`src/rtl/i2c_addr_pkg.sv`:
```
package i2c_addr_pkg;
  localparam int ADDR_BITS = 8;

  typedef enum logic [1:0] {
    ST_IDLE,
    ST_ADDR,
    ST_ACK,
    ST_ACTIVE
  } fe_state_t;

  typedef struct packed {
    logic scl_rise;
    logic scl_fall;
    logic start;
    logic stop;
  } bus_ev_t;
endpackage

```
`src/rtl/i2c_line_sync.sv`:
```
module i2c_line_sync #(
  parameter int STAGES = 2,
  parameter int W      = 2
) (
  input  logic         clk,
  input  logic         rst_n,
  input  logic [W-1:0] d,
  output logic [W-1:0] q
);
  logic [W-1:0] pipe [STAGES];

  for (genvar s = 0; s < STAGES; s++) begin : g_stage
    if (s == 0) begin : g_first
      always_ff @(posedge clk or negedge rst_n)
        if (!rst_n) pipe[s] <= '1;
        else        pipe[s] <= d;
    end else begin : g_next
      always_ff @(posedge clk or negedge rst_n)
        if (!rst_n) pipe[s] <= '1;
        else        pipe[s] <= pipe[s-1];
    end
  end

  assign q = pipe[STAGES-1];
endmodule

```
`src/rtl/i2c_cond_det.sv`:
```
module i2c_cond_det
  import i2c_addr_pkg::*;
(
  input  logic    clk,
  input  logic    rst_n,
  input  logic    scl_s,
  input  logic    sda_s,
  output bus_ev_t ev
);
  logic scl_q, sda_q;

  always_ff @(posedge clk or negedge rst_n)
    if (!rst_n) begin
      scl_q <= 1'b1;
      sda_q <= 1'b1;
    end else begin
      scl_q <= scl_s;
      sda_q <= sda_s;
    end

  always_comb begin
    ev.scl_rise = scl_s & ~scl_q;
    ev.scl_fall = ~scl_s & scl_q;
    ev.start    = scl_s & scl_q & sda_q & ~sda_s;
    ev.stop     = scl_s & scl_q & ~sda_q & sda_s;
  end
endmodule

```
`src/rtl/i2c_addr_shift.sv`:
```
module i2c_addr_shift
  import i2c_addr_pkg::*;
#(
  parameter int            PREFIX_W = 4,
  parameter logic [PREFIX_W-1:0] PREFIX = 4'b1010,
  parameter int            SEL_W    = 3
) (
  input  logic                 clk,
  input  logic                 rst_n,
  input  logic                 clear,
  input  logic                 shift_en,
  input  logic                 bit_in,
  input  logic [SEL_W-1:0]     strap,
  output logic [ADDR_BITS-1:0] addr_q,
  output logic                 full,
  output logic                 match
);
  localparam int CW = $clog2(ADDR_BITS + 1);

  logic [CW-1:0] cnt;

  always_ff @(posedge clk or negedge rst_n)
    if (!rst_n) begin
      addr_q <= '0;
      cnt    <= '0;
    end else if (clear) begin
      addr_q <= '0;
      cnt    <= '0;
    end else if (shift_en) begin
      addr_q <= {addr_q[ADDR_BITS-2:0], bit_in};
      cnt    <= cnt + 1'b1;
    end

  assign full  = (cnt == CW'(ADDR_BITS));
  assign match = (addr_q[ADDR_BITS-1 -: PREFIX_W] == PREFIX) &&
                 (addr_q[SEL_W:1] == strap);
endmodule

```
`src/rtl/i2c_addr_ctrl.sv`:
```
module i2c_addr_ctrl
  import i2c_addr_pkg::*;
(
  input  logic    clk,
  input  logic    rst_n,
  input  bus_ev_t ev,
  input  logic    full,
  input  logic    match,
  input  logic    rw_bit,
  output logic    shift_clr,
  output logic    shift_en,
  output logic    sda_pull,
  output logic    txn_start,
  output logic    txn_rw,
  output logic    txn_busy
);
  fe_state_t state;

  always_ff @(posedge clk or negedge rst_n)
    if (!rst_n) begin
      state     <= ST_IDLE;
      sda_pull  <= 1'b0;
      txn_start <= 1'b0;
      txn_rw    <= 1'b0;
      txn_busy  <= 1'b0;
    end else begin
      txn_start <= 1'b0;
      if (ev.start) begin
        state    <= ST_ADDR;
        sda_pull <= 1'b0;
        txn_busy <= 1'b0;
      end else if (ev.stop) begin
        state    <= ST_IDLE;
        sda_pull <= 1'b0;
        txn_busy <= 1'b0;
      end else begin
        unique case (state)
          ST_ADDR: begin
            if (full && ev.scl_fall) begin
              if (match) begin
                state    <= ST_ACK;
                sda_pull <= 1'b1;
              end else begin
                state    <= ST_IDLE;
              end
            end
          end
          ST_ACK: begin
            if (ev.scl_fall) begin
              state     <= ST_ACTIVE;
              sda_pull  <= 1'b0;
              txn_start <= 1'b1;
              txn_rw    <= rw_bit;
              txn_busy  <= 1'b1;
            end
          end
          default: state <= state;
        endcase
      end
    end

  assign shift_clr = ev.start;
  assign shift_en  = (state == ST_ADDR) && ev.scl_rise && !full;
endmodule

```
`src/rtl/i2c_addr_front.sv`:
```
module i2c_addr_front
  import i2c_addr_pkg::*;
#(
  parameter int                  SYNC_STAGES = 2,
  parameter int                  PREFIX_W    = 4,
  parameter logic [PREFIX_W-1:0] PREFIX      = 4'b1010,
  parameter int                  SEL_W       = 3
) (
  input  logic             clk,
  input  logic             rst_n,
  input  logic             scl_in,
  input  logic             sda_in,
  input  logic [SEL_W-1:0] strap,
  output logic             sda_pull,
  output logic             txn_start,
  output logic             txn_rw,
  output logic             txn_busy
);
  logic                 scl_s, sda_s;
  bus_ev_t              ev;
  logic [ADDR_BITS-1:0] addr_q;
  logic                 full, match, shift_clr, shift_en;

  i2c_line_sync #(.STAGES(SYNC_STAGES), .W(2)) u_sync (
    .clk (clk),
    .rst_n (rst_n),
    .d   ({scl_in, sda_in}),
    .q   ({scl_s, sda_s})
  );

  i2c_cond_det u_det (
    .clk   (clk),
    .rst_n (rst_n),
    .scl_s (scl_s),
    .sda_s (sda_s),
    .ev    (ev)
  );

  i2c_addr_shift #(.PREFIX_W(PREFIX_W), .PREFIX(PREFIX), .SEL_W(SEL_W)) u_shift (
    .clk      (clk),
    .rst_n    (rst_n),
    .clear    (shift_clr),
    .shift_en (shift_en),
    .bit_in   (sda_s),
    .strap    (strap),
    .addr_q   (addr_q),
    .full     (full),
    .match    (match)
  );

  i2c_addr_ctrl u_ctrl (
    .clk       (clk),
    .rst_n     (rst_n),
    .ev        (ev),
    .full      (full),
    .match     (match),
    .rw_bit    (addr_q[0]),
    .shift_clr (shift_clr),
    .shift_en  (shift_en),
    .sda_pull  (sda_pull),
    .txn_start (txn_start),
    .txn_rw    (txn_rw),
    .txn_busy  (txn_busy)
  );
endmodule

```
`config.mk`:
```
export PLATFORM = sky130hd
export DESIGN_NAME = i2c_addr_front
export DESIGN_NICKNAME = d
export VERILOG_FILES = /design/src/rtl/i2c_addr_pkg.sv /design/src/rtl/i2c_line_sync.sv /design/src/rtl/i2c_cond_det.sv /design/src/rtl/i2c_addr_shift.sv /design/src/rtl/i2c_addr_ctrl.sv /design/src/rtl/i2c_addr_front.sv
export SDC_FILE = /design/constraint.sdc
export NUM_CORES = 1
export LEC_CHECK = 0
export BUFFER_PORTS_ARGS = -buffer_cell sky130_fd_sc_hd__buf_4
export CAP_MARGIN = 20
export CELL_PAD_IN_SITES_DETAIL_PLACEMENT = 1
export CELL_PAD_IN_SITES_GLOBAL_PLACEMENT = 1
export CORE_UTILIZATION = 40
export CTS_BUF_LIST = sky130_fd_sc_hd__clkbuf_4 sky130_fd_sc_hd__clkbuf_8
export DETAILED_ROUTE_END_ITERATION = 7
export PLACE_DENSITY = 0.74
export RECOVER_POWER = 100
export SLEW_MARGIN = 0
export SYNTH_ARGS = -nofsm -noshare
export SYNTH_HDL_FRONTEND = slang
export SYNTH_SLANG_ARGS = --single-unit
```
`constraint.sdc`:
```
create_clock -name clk -period 1.9 [get_ports clk]
set_clock_uncertainty 0.1 [all_clocks]
set_input_delay 0.285 -clock clk [delete_from_list [all_inputs] [get_ports clk]]
set_output_delay 0.285 -clock clk [all_outputs]
set_load 0.05 [all_outputs]
```
==> Word-level counts from Yosys, hierarchy flattened <==
Index checks and enable logic that the tools add are counted.
{ "totals": {"inputBits": 7, "rom_bits": 0, "mem_count": 0, "output_inout_bits": 4, "ramBits": 0, "wordCells": 70, "ff_bits": 24, "latchBits": 0} }
{ "classes": {"addsub": 1, "n_reduce_logical": 13, "div_mod_pow": 0, "bitwise_logic": 13, "n_shift": 0, "magnitude_cmp": 0, "n_mux": 24, "multipliers": 0, "eq_ne": 8} }
{ "op_table": {"columns": ["cell", "n"], "rows": [
  ["2-to-1 mux 8 bit", 2],
  ["2-to-1 mux 1 bit", 13],
  ["2-to-1 mux 2 bit", 5],
  ["equality test 4 bit, second input constant", 2],
  ["2-to-1 mux 4 bit", 2],
  ["inequality test 4 x 3 -> 1 bit, second input constant", 2],
  ["AND reduction 4 bit", 2],
  ["AND 1 bit", 7],
  ["inverter 1 bit", 6],
  ["nonzero test 3 bit", 2],
  ["adder 4 x 1 -> 4 bit, second input constant", 1],
  ["logical AND 1 bit", 4],
  ["inequality test 4 bit, second input constant", 1],
  ["case mux 2 bit (2 select lines)", 1],
  ["nonzero test 4 bit", 1],
  ["equality test 3 bit", 1],
  ["AND reduction 3 bit", 1],
  ["equality test 2 x 1 -> 1 bit, second input constant", 1],
  ["equality test 2 bit, second input constant", 1],
  ["case mux 1 bit (2 select lines)", 1],
  ["AND reduction 2 bit", 1],
  ["nonzero test 2 bit", 1],
  ["zero test 1 bit", 1]
]} }

==> Logic depth before layout (Yosys ltp) <==
{ "depth": {"ltp_word": 7, "depth_mapped": 7, "depth_no_buf": 6} }

==> By module <==
A second synthesis with hierarchy kept.
{ "hier_totals": {"hier_cells": 98, "hier_area_um2": 1141.1} }
{ "modules_own_cells": {"columns": ["module", "cells_per_inst", "seq_area_each_um2", "area_each_um2", "instances"], "rows": [
  ["i2c_addr_shift", 52, 300.3, 590.6, 1],
  ["i2c_addr_ctrl", 34, 150.1, 345.3, 1],
  ["i2c_line_sync", 6, 105.1, 120.1, 1],
  ["i2c_cond_det", 6, 52.6, 85.1, 1]
]} }

==> Worst setup path before layout <==
Ideal clock, no wire load.
{ "synth_path": {"kind": "reg2reg", "startpoint": "reg u_sync.pipe, in the netlist u_sync.q[1]", "endpoint": "reg u_shift.addr_q[2]", "setup_time_ps": 132, "path_buffers": 1, "synth_period_minus_slack_ps": 1494, "required_time_ps": 1668, "setup_slack_ps": 406, "path_stages_with_launch": 6, "arrival_time_ps": 1262, "path_cell_list": "dfstp_2 -> and4bb_1 -> and2_4 -> buf_8 -> mux2i_1 -> nor2_1"} }
{ "synth_between": {"elab_chain_len": 4, "elab_cells_between_ends": 8, "classes_between": "mux (1); bitwise (4); reduce/logical (3)"} }
{ "synth_lines": {"columns": ["element", "line_no", "source"], "rows": [
  ["start, declared", "i2c_line_sync.sv:10", "logic [W-1:0] pipe [STAGES];"],
  ["start signal, assigned by index", "i2c_line_sync.sv:20", "else pipe[s] <= pipe[s-1];"],
  ["AND 1 bit, on equally long branches", "i2c_cond_det.sv:24, i2c_cond_det.sv:22", null],
  ["AND 1 bit or logical AND 1 bit (tied branches) (2 in a row)", "i2c_cond_det.sv:24, i2c_addr_ctrl.sv:63", null],
  ["2-to-1 mux 8 bit or nonzero test 2 bit (tied branches)", null, null],
  ["end signal, assigned", "i2c_addr_shift.sv:30", "addr_q <= {addr_q[ADDR_BITS-2:0], bit_in};"],
  ["end, declared", "i2c_addr_shift.sv:14", "output logic [ADDR_BITS-1:0] addr_q,"]
]} }
Parallel ways exist; a longest one is shown, timed or not.
A chain may end at the register's enable or synchronous reset.

==> Final worst setup path <==
{ "layout_path": {"startpoint": "reg u_sync.pipe, in the netlist u_sync.q[1]", "endpoint": "reg u_shift.addr_q[4]"} }
Same word-level chain as after synthesis.

==> results.md <==
- Required time of the critical path: 2000 ps
- Proportion of register bits with asynchronous set or reset after synthesis: 1.00
- Final Routed Wirelength: 2010 um
- DR vias/cell: 5.31
- Worst slew margin: 0.601
- Met2 global-route usage: 0.276
- Hold violation total from the final report: 0
- Cells along the critical path: and4bb_1 > and2_4 > mux2i_1 > nor2_1
- Minimum hold slack: 273 ps
- Post-Syn Area: 1030 sq um
- Startpoint kind of the worst setup timing path: flip-flop
- Number of clock sinks: 24
- DPL Wire Length: 1530 um
- Max clock buf depth: 2
- Setup Viol. Count Final: 0
- Largest net degree at the start of global routing: 25
- Drt first pass iters: 4
- Post-route ant nets: 0
- First-pass GRT wire length: 3350 um
- Vert. Die Dim: 52.9 um
- Weighted congestion reported at the end of routability-driven placement: 0.761
- Post-Route Setup TNS: 0 ps
- Count of nets after finishing: 111
- Setup ws final: 219 ps
- CP arrival: 1780 ps
- Max Cap Viol: 0
- Power per standard cell area: 995 nW/um^2
- Yosys synthesis warning count: 0
- Status: completed
- CTS tree: done
- Number of standard cells in the final layout excluding fillers: 131
- Flip-flop cell with the highest count after synthesis: sky130_fd_sc_hd__dfrtp_1
- Setup repair after global routing missed its margin: no
- Fraction of the yosys area taken by sequential cells: 0.588
- Kind of end point of the critical path: flip-flop
- Commonest non-fill, non-tap cells in the layout: sky130_fd_sc_hd__dfrtp_1, sky130_fd_sc_hd__nor2_1
- Cell accounting for the most synthesized area: sky130_fd_sc_hd__dfrtp_1
- Worst slack at placement: 297 ps
- Number of I/O port buffers: 10
- I/O pins: 11
- Post-placement cell count: 124
- Path type of the worst min-delay path: flip-flop to flip-flop
- Clock Pin Slew Worst Setup and Hold Paths: 130 ps
- Worst vdd ir: 0.000564 V
- Diode count: 0
- Die Footprint: 2790 sq um
- Area added between synthesis and finish: 16.1%
- Initial cell density of the core: 0.422
- Number of flops mapped to enable cells by yosys: 0
- Insertion delay of the later-clocked pin in the worst-skew pair: 310 ps
- Largest fanout on the critical path: 11
- Number of max-slew violations in the final report: 0
- H-tree lvl count: 1
- Actual slew at the worst max-slew pin: 600 ps
- Initial DRC count: 9
- Final critical path time including I/O delays and setup: 1680 ps
- Most frequent standard cell in the layout excluding fill and tap cells: sky130_fd_sc_hd__dfrtp_1
- Busiest layer in global routing: met2
- Total routing resource utilization after global routing: 0.173
- Initial antenna violation count: 0
- Inserted Clock Buffers: 3
- Met1 routing resource usage after global routing: 0.232
- Fraction of met3 tracks used by global routing: 0.0374
- Area fraction of the dominant cell type after synthesis: 0.435
- Ranking of synthesized cells by area: sky130_fd_sc_hd__dfrtp_1, sky130_fd_sc_hd__dfstp_2, sky130_fd_sc_hd__a22o_1, sky130_fd_sc_hd__xor2_1, sky130_fd_sc_hd__nor2_1
- Std-Cell Rows: 18
- Via count of the first global-routing pass: 725
- Remaining global-route overflow: 0
- Chip width: 52.9 um
- Distinct cells, synth: 29
- Yosys reg bits: 24
- Delay of the slowest critical-path stage: 650 ps
- Synthesized instance count: 84
- Avg Synthesized Cell Area: 12.3 sq um
- Critical-path cell with the highest stage delay: sky130_fd_sc_hd__dfstp_1
- Cell leakage power: 0.557 nW
- Via total after detailed routing: 695
- Net Count, Synth: 93
- CTS root buf: sky130_fd_sc_hd__clkbuf_4
- Portion of the clock cycle consumed by the worst path in the final layout: 0.884
- WL per Instance: 15.3 um
- Final routed DRC violation total: 0
- Number of resized instances in the post-cts repair step: 0
- Proportion of layout cells with a drive suffix above 1: 0.168
- Kind of critical path: flip-flop to flip-flop
- Area of the placeable core: 2450 sq um
- Maximum achievable frequency: 595 MHz
-- state kept, by name (all words and copies together), names as in the netlist --
signal	cells
u_shift.addr_q	8
u_shift.cnt	4
u_ctrl.state	2
u_sync.pipe	2
u_sync.q	2
u_ctrl.sda_pull	1
u_ctrl.txn_busy	1
u_ctrl.txn_rw	1
u_ctrl.txn_start	1
u_det.scl_q	1
u_det.sda_q	1
-- where the power goes --
group	switching, W	internal [W]
registers	0.0000710	0.000582
clock network	0.000151	0.000213
logic	0.0000858	0.0000925
-- synthesized netlist by cell type (2+ instances only) --
cell type and n:
sky130_fd_sc_hd__dfrtp_1 18, sky130_fd_sc_hd__nor2_1 11, sky130_fd_sc_hd__dfstp_2 6, sky130_fd_sc_hd__a22o_1 5
sky130_fd_sc_hd__xor2_1 5, sky130_fd_sc_hd__mux2i_1 4, sky130_fd_sc_hd__a31oi_1 3, sky130_fd_sc_hd__inv_1 3
sky130_fd_sc_hd__nand2b_1 3, sky130_fd_sc_hd__o21ai_0 3, sky130_fd_sc_hd__ha_1 2, sky130_fd_sc_hd__nand2_1 2
sky130_fd_sc_hd__nor3_1 2, sky130_fd_sc_hd__xnor2_1 2
-- path summary, 6_finish.rpt --
check | cells past startpoint | to | slack (ps) | startpoint
hold reg to reg | 0 | u_sync.q[1] | 270 | u_sync.pipe[3]
setup reg to reg | 4 | u_shift.addr_q[4] | 220 | u_sync.q[1]
max in group asynchronous | 2 | u_det.sda_q | 930 | rst_n
setup / recovery | 4 | u_shift.addr_q[4] | 220 | u_sync.q[1]
hold / removal | 0 | u_sync.q[1] | 270 | u_sync.pipe[3]
min in group asynchronous | 2 | u_shift.addr_q[7] | 380 | rst_n
-- layer usage --
layer	part of all wire	wire [um]
met5	0	0
met4	0.0045	9
met3	0.023	46
met2	0.51	1030
met1	0.46	918
-- layout make-up --
class                   instances  area (sq um)
inverters                       3          11.3
clock buffers                   3          22.5
clock inverters                 1          30.0
flip-flops and latches         24           608
well taps                      30          37.5
repair buffers                 14          91.3
fillers                       264          1250
multi-input cells              56           400
-- kinds of logic (layout without fill, tap and decap cells) --
group / Yosys count / count (layout) / share of synthesized area
simple gates: 28 / 28 / 0.158
buf+inv: 4 / 21 / 0.0254
xor+xnor: 7 / 7 / 0.0593
fa+ha+maj: 2 / 2 / 0.0242
compound gates: 14 / 14 / 0.0955
flops: 24 / 24 / 0.588
mux: 5 / 5 / 0.0496
-- metrics by stage --
step / power, W / area (sq um) / utilization
final: 0.00120 / 1200 / 0.489
after global routing: 0.00127 / 1200 / 0.489
after CTS: 0.00122 / 1220 / 0.498
after detailed placement: 0.000845 / 1140 / 0.464
after global placement: 0.000825 / 1140 / 0.464
after floorplan: 0.000773 / 1030 / -
-- critical path, delay by kind of cell (launching register included) --
| family | cells | cell delay (ps) |
|---|---|---|
| muxes | 1 | 230 |
| DFF | 1 | 650 |
| and+or+nand+nor | 3 | 580 |
-- repair_timing --
item	4_1_cts	5_1_grt
setup buffers	0	0
setup endpoints to repair	0	0
hold endpoints to repair	20	0
hold buffers	3	0
(Power assumes the default switching activity.)
